[src/rtl/steer_pkg.sv]
package steer_pkg;
  typedef struct packed {
    logic a;
    logic b;
  } br_cond_t;
endpackage

[src/rtl/steer_hold.sv]
module steer_hold (
  input  logic clk_i,
  input  logic rst_ni,
  input  logic adv_ni,
  input  logic wait_i,
  input  logic halt_i,
  output logic rel_o
);
  logic pend_q, rel_q;
  logic req, open, go;

  assign req  = pend_q | ~adv_ni;
  assign open = ~wait_i & ~halt_i;
  assign go   = req & open;

  always_ff @(posedge clk_i or negedge rst_ni) begin
    if (!rst_ni) begin
      pend_q <= 1'b0;
      rel_q  <= 1'b0;
    end else begin
      pend_q <= req & ~go;
      rel_q  <= go;
    end
  end

  assign rel_o = rel_q;


  wait_holds_chk: assert property (@(posedge clk_i) disable iff (!rst_ni)
    wait_i |=> !rel_o);

  halt_holds_chk: assert property (@(posedge clk_i) disable iff (!rst_ni)
    halt_i |=> !rel_o);

  strobe_out_chk: assert property (@(posedge clk_i) disable iff (!rst_ni)
    (!adv_ni && !wait_i && !halt_i) |=> rel_o);
endmodule

[src/rtl/steer_branch.sv]
module steer_branch
  import steer_pkg::*;
(
  input  logic     clk_i,
  input  logic     rst_ni,
  input  logic     rel_i,
  input  br_cond_t cond_i,
  input  logic     clr_i,
  output logic     step_a_no,
  output logic     step_b_no,
  output logic     lost_o
);
  logic lost_q;
  logic miss;

  assign step_a_no = ~(rel_i & cond_i.a);
  assign step_b_no = ~(rel_i & cond_i.b);
  assign miss      = rel_i & ~cond_i.a & ~cond_i.b;

  always_ff @(posedge clk_i or negedge rst_ni) begin
    if (!rst_ni)    lost_q <= 1'b0;
    else if (clr_i) lost_q <= 1'b0;
    else if (miss)  lost_q <= 1'b1;
  end

  assign lost_o = lost_q;


  lost_set_chk: assert property (@(posedge clk_i) disable iff (!rst_ni)
    (step_a_no && step_b_no && rel_i && !clr_i) |=> lost_o);

  lost_clr_chk: assert property (@(posedge clk_i) disable iff (!rst_ni)
    clr_i |=> !lost_o);

  lost_sticky_chk: assert property (@(posedge clk_i) disable iff (!rst_ni)
    (lost_o && !clr_i) |=> lost_o);
endmodule

[src/rtl/steer_join.sv]
module steer_join #(
  parameter int unsigned NCHAIN = 3
) (
  input  logic              clk_i,
  input  logic              rst_ni,
  input  logic [NCHAIN-1:0] reply_i,
  output logic              join_no
);
  logic [NCHAIN-1:0] seen_q;
  logic              full;

  assign full = &seen_q;

  for (genvar g = 0; g < NCHAIN; g++) begin : g_seen
    always_ff @(posedge clk_i or negedge rst_ni) begin
      if (!rst_ni)   seen_q[g] <= 1'b0;
      else if (full) seen_q[g] <= reply_i[g];
      else           seen_q[g] <= seen_q[g] | reply_i[g];
    end
  end

  assign join_no = ~full;


  join_clear_chk: assert property (@(posedge clk_i) disable iff (!rst_ni)
    !join_no |=> (seen_q == $past(reply_i)));

  join_single_chk: assert property (@(posedge clk_i) disable iff (!rst_ni)
    !join_no |=> (join_no || $past(&reply_i)));
endmodule

[src/rtl/steer_call.sv]
module steer_call (
  input  logic clk_i,
  input  logic rst_ni,
  input  logic call_ni,
  input  logic ret_i,
  output logic call_go_o,
  output logic ret_no
);
  logic busy_q, done_q;

  always_ff @(posedge clk_i or negedge rst_ni) begin
    if (!rst_ni) begin
      busy_q <= 1'b0;
      done_q <= 1'b0;
    end else begin
      done_q <= busy_q & ret_i;
      if (busy_q) busy_q <= ~ret_i;
      else        busy_q <= ~call_ni;
    end
  end

  assign call_go_o = busy_q;
  assign ret_no    = ~done_q;


  call_ret_chk: assert property (@(posedge clk_i) disable iff (!rst_ni)
    (call_go_o && ret_i) |=> (!ret_no && !call_go_o));

  stray_ret_chk: assert property (@(posedge clk_i) disable iff (!rst_ni)
    !call_go_o |=> ret_no);
endmodule

[src/rtl/chain_steer.sv]
module chain_steer
  import steer_pkg::*;
#(
  parameter int unsigned NCHAIN = 3
) (
  input  logic              clk_i,
  input  logic              rst_ni,
  input  logic              adv_ni,
  input  logic              wait_i,
  input  logic              halt_i,
  input  logic              cond_a_i,
  input  logic              cond_b_i,
  input  logic              clr_i,
  output logic              step_a_no,
  output logic              step_b_no,
  output logic              lost_o,
  input  logic [NCHAIN-1:0] reply_i,
  output logic              join_no,
  input  logic              call_ni,
  input  logic              ret_i,
  output logic              call_go_o,
  output logic              ret_no
);
  logic     rel;
  br_cond_t cond;

  assign cond.a = cond_a_i;
  assign cond.b = cond_b_i;

  steer_hold i_hold (
    .clk_i (clk_i),
    .rst_ni(rst_ni),
    .adv_ni(adv_ni),
    .wait_i(wait_i),
    .halt_i(halt_i),
    .rel_o (rel)
  );

  steer_branch i_branch (
    .clk_i    (clk_i),
    .rst_ni   (rst_ni),
    .rel_i    (rel),
    .cond_i   (cond),
    .clr_i    (clr_i),
    .step_a_no(step_a_no),
    .step_b_no(step_b_no),
    .lost_o   (lost_o)
  );

  steer_join #(.NCHAIN(NCHAIN)) i_join (
    .clk_i  (clk_i),
    .rst_ni (rst_ni),
    .reply_i(reply_i),
    .join_no(join_no)
  );

  steer_call i_call (
    .clk_i    (clk_i),
    .rst_ni   (rst_ni),
    .call_ni  (call_ni),
    .ret_i    (ret_i),
    .call_go_o(call_go_o),
    .ret_no   (ret_no)
  );
endmodule

[config.mk]
export PLATFORM = sky130hd
export DESIGN_NAME = chain_steer
export DESIGN_NICKNAME = d
export VERILOG_FILES = /design/src/rtl/steer_pkg.sv /design/src/rtl/steer_hold.sv /design/src/rtl/steer_branch.sv /design/src/rtl/steer_join.sv /design/src/rtl/steer_call.sv /design/src/rtl/chain_steer.sv
export SDC_FILE = /design/constraint.sdc
export NUM_CORES = 1
export LEC_CHECK = 0
export ABC_CLOCK_PERIOD_IN_PS = 800
export BUFFER_PORTS_ARGS = -buffer_cell sky130_fd_sc_hd__buf_2
export CORE_AREA = 5 5 42 44
export CTS_CLUSTER_DIAMETER = 60
export DETAILED_ROUTE_END_ITERATION = 8
export DIE_AREA = 0 0 47 49
export MAX_ROUTING_LAYER = met4
export PLACE_DENSITY = 0.51
export SYNTH_ARGS = -nofsm -noshare
export SYNTH_HDL_FRONTEND = slang
export SYNTH_HIERARCHICAL = 1
export SYNTH_SLANG_ARGS = --single-unit
[constraint.sdc]
create_clock -name clk_i -period 0.8 [get_ports clk_i]
set_clock_uncertainty 0.05 [all_clocks]
set_input_delay 0.08 -clock clk_i [delete_from_list [all_inputs] [get_ports clk_i]]
set_output_delay 0.08 -clock clk_i [all_outputs]
set_load 0.01 [all_outputs]
==> flow_summary.toml <==
[cts]
clkLatencyLatePin_ns = 0.25
cts-root-to-sink-buffers = 2
tritoncts = "yes"
ctsRootBufferMaster = "sky130_fd_sc_hd__clkbuf_4"
clock_sinks = 8
cts-htree-levels = 1
clk_transition_reported_paths_ns = 0.05
numCtsBuffers = 3

[global_route]
gr-usage-all-layers_pct = 8.661
grt_pass1_wl_um = 1359
gr-max-usage-layer = "met2"
grt_antenna_before_repair = 0
grt_use_met3_pct = 2.214
vias_in_the_first_global_route = 343
global_route.usage.met1_pct = 8.559
grt_max_degree = 9
grtUsageMet2_pct = 14.25
grt_remaining_overflow = 0

[timing]
setup-violations-final = 10
worst_pin_slew_ns = 0.1835
setup_repair_after_global_routing_missed_its_margin = "true"
timing.final.crit_share_pct = 128.9
final.min_clock_period_ns = 1.031
max_freq_mhz = 970.1
final.setup.worst_slack_ns = -0.2308
timing.max_slew.rel_slack_pct = 87.77
hold_viol_final = 0
final.hold.worst_slack_ns = 0.04864
timing.final.max_slew_violations = 0

[synth]
synth_cell_types = 12
synth.area.top_cells = "sky130_fd_sc_hd__dfrtp_1, sky130_fd_sc_hd__a21o_1, sky130_fd_sc_hd__nand2_1, sky130_fd_sc_hd__nor2b_4, sky130_fd_sc_hd__mux2i_1"
synth.ff_latch_count = 8
syn-instance-count = 27
synth.cell_area_um2 = 316.6
synth_top_cell_by_area = "sky130_fd_sc_hd__dfrtp_1"
netlist.area_leader.share_pct = 63.24
postSynthNetCount = 40
ys.warnings.count = 6
syn_area_per_cell_um2 = 11.72
seq_area_frac_synth_pct = 63.24

[placement]
place_worst_setup_slack_ns = -0.1102
dp_hpwl_um = 523.1
gpl.final_weighted_congestion = 0.5754
buffer_ports.inserted = 18

[final_layout]
area.growth.synth_to_final_pct = 94.07
n_antenna_cell = 0
layout.nets = 76
drive_above_1_share_pct = 54.10
multiInputGateArea_um2 = 123.9
fill_cell_count = 151
seq_area_um2 = 200.2

[worst_setup_path]
crit_slowest_cell = "sky130_fd_sc_hd__dfrtp_1"
timing.critical_path.cells = "buf_6 -> nand2_1 -> buf_2"
critical_path.reg2reg.startpoint = "i_hold/rel_o"
worst-endpoint-required_ns = 0.67
worstRegToRegCells = 2
timing.setup.critical_path_class = "reg2out"
worstSetupStartpointType = "register"
critPathMaxFanout = 2
reg2reg_to = "i_branch/lost_o"
worst-r2r-setup-slack_ns = -0.14
critPathMaxStageDelay_ns = 0.38
crit_arrival_ns = 0.90
worstSetupEndpointType = "output pin"

[pwr]
p_leak_nw = 0.3067
totalPowerFinal_mw = 1.015
power_frac_seq_pct = 45.7
p_sw_uw = 248.7
vdd_drop_max_mv = 0.8271
power-per-cell-area_mw_per_mm2 = 1653
internal_power_uw = 766.8
pwr-share-comb_pct = 24.3
clock_share_of_power_pct = 30.0
power_switching_share_pct = 24.49

[floorplanning]
die_area_mm2 = 0.002303
initial_standard_cell_utilization_of_the_core_pct = 22.59
boundaryPins = 19
fp.dieW_um = 47
fp-row-count = 14
dieHeight_um = 49
area_of_the_placeable_core_mm2 = 0.001401

[drt]
remaining_drc_errors = 0
drt_first_iter_violations = 1
postRouteWirelength_um = 846
final_antenna_net_count = 0
dr_vias = 298
wire_per_inst_um = 10.99
pre_antenna_drt_iters = 2
viasPerCell = 3.870

[worst_hold_path]
hold_path.startpoint = "cond_b_i"
hold_depth = 3
holdCritPathClass = "in2reg"
min_to = "i_branch/lost_o"

[job]
drv_cap = 0

[status]
run_status = "finished with violations"
violations = "setup timing"
## layout make-up
cell class	instances	area share, %
Timing Repair Buffer	31	39.10
Sequential cell	8	32.59
Multi-Input combinational cell	17	20.16
Clock buffer	3	3.666
Tap cell	16	3.259
Inverter	2	1.222
## power groups by stage
stage	clock network, mW	logic (mW)	registers (mW)
4_1_cts	0.324	0.216	0.461
3_3_place_gp	0	0.137	0.477
2_1_floorplan	0	0.0620	0.475
5_1_grt	0.345	0.272	0.467
6_report	0.304	0.247	0.465
3_5_place_dp	0	0.136	0.477
## cells in the final DEF (no fill, tap or decap), drive strengths merged
| cell | count |
|---|---|
| buf | 22 |
| dlygate4sd3 | 9 |
| dfrtp | 8 |
| nand2 | 5 |
| clkbuf | 3 |
| a21o | 3 |
| inv | 2 |
| nor2 | 2 |
| or3b | 1 |
| a21oi | 1 |
| mux2i | 1 |
| and2 | 1 |
| nor2b | 1 |
| nor3 | 1 |
| nand3 | 1 |
## logic make-up (layout without fill, tap and decap cells)
family / Yosys count / count (layout) / synth area share [%]
flip-flops: 8 / 8 / 63.24
buffers and inverters: 2 / 36 / 2.372
AND/OR/NAND/NOR: 12 / 12 / 22.53
multiplexers: 1 / 1 / 3.162
AO/OA/AOI/OAI: 4 / 4 / 8.694
## state kept, by name (all words and copies together), names as in the netlist
name / cells
i_branch/lost_o: 1
i_call/call_go_o: 1
i_call/done_q: 1
i_hold/pend_q: 1
i_hold/rel_o: 1
i_join/seen_q: 3
## stage by stage
step | setup TNS [ns] | instances | util [%] | cell area [µm²]
global route | -1.585 | 77 | 43.84 | 614.3
detailed placement | -0.1102 | 62 | 30.98 | 434.2
floorplan | -0.09937 | 27 | - | 316.6
CTS | -1.302 | 78 | 41.43 | 580.6
finish | -1.242 | 77 | 43.84 | 614.3
global placement | -0.08613 | 62 | 30.98 | 434.2
## metal layers
layer,part of all wire [%],wire (µm)
met1,35,294
met2,61,518
met3,3.8,32
met4,0,0
met5,0,0
## critical path, delay by kind of cell (launching register included)
family	cells	cell delay, ns
buf+inv	2	0.24
flops	1	0.38
simple gates	1	0.04
## worst max-delay path by stage
| stage | from | end | slack (ns) |
|---|---|---|---|
| 6_report | i_hold/rel_o | step_b_no | -0.23 |
| 5_1_grt | i_hold/rel_o | step_b_no | -0.26 |
| 4_1_cts | i_hold/rel_o | step_b_no | -0.25 |
| 3_5_place_dp | i_hold/rel_o | i_branch/lost_o | -0.11 |
| 3_3_place_gp | i_hold/rel_o | i_branch/lost_o | -0.09 |
| 2_1_floorplan | i_hold/rel_o | i_branch/lost_o | -0.1 |
## cell usage after synthesis
cell type                 count
sky130_fd_sc_hd__nand3_1      1
sky130_fd_sc_hd__nor2_1       2
sky130_fd_sc_hd__nor3_2       1
sky130_fd_sc_hd__nor2b_4      1
sky130_fd_sc_hd__mux2i_1      1
sky130_fd_sc_hd__inv_1        2
sky130_fd_sc_hd__a21oi_1      1
sky130_fd_sc_hd__and2_2       1
sky130_fd_sc_hd__nand2_1      5
sky130_fd_sc_hd__dfrtp_1      8
sky130_fd_sc_hd__or3b_1       1
sky130_fd_sc_hd__a21o_1       3
## repair_timing
action | 4_1_cts | 5_1_grt
setup buffers | 4 | 1
hold endpoints to repair | 14 | 0
hold buffers | 9 | 0
pin swaps | 1 | 2
gates resized for setup | 1 | 11
endpoints found under the setup margin | 7 | 13
Power figures use the tool's default switching activity.
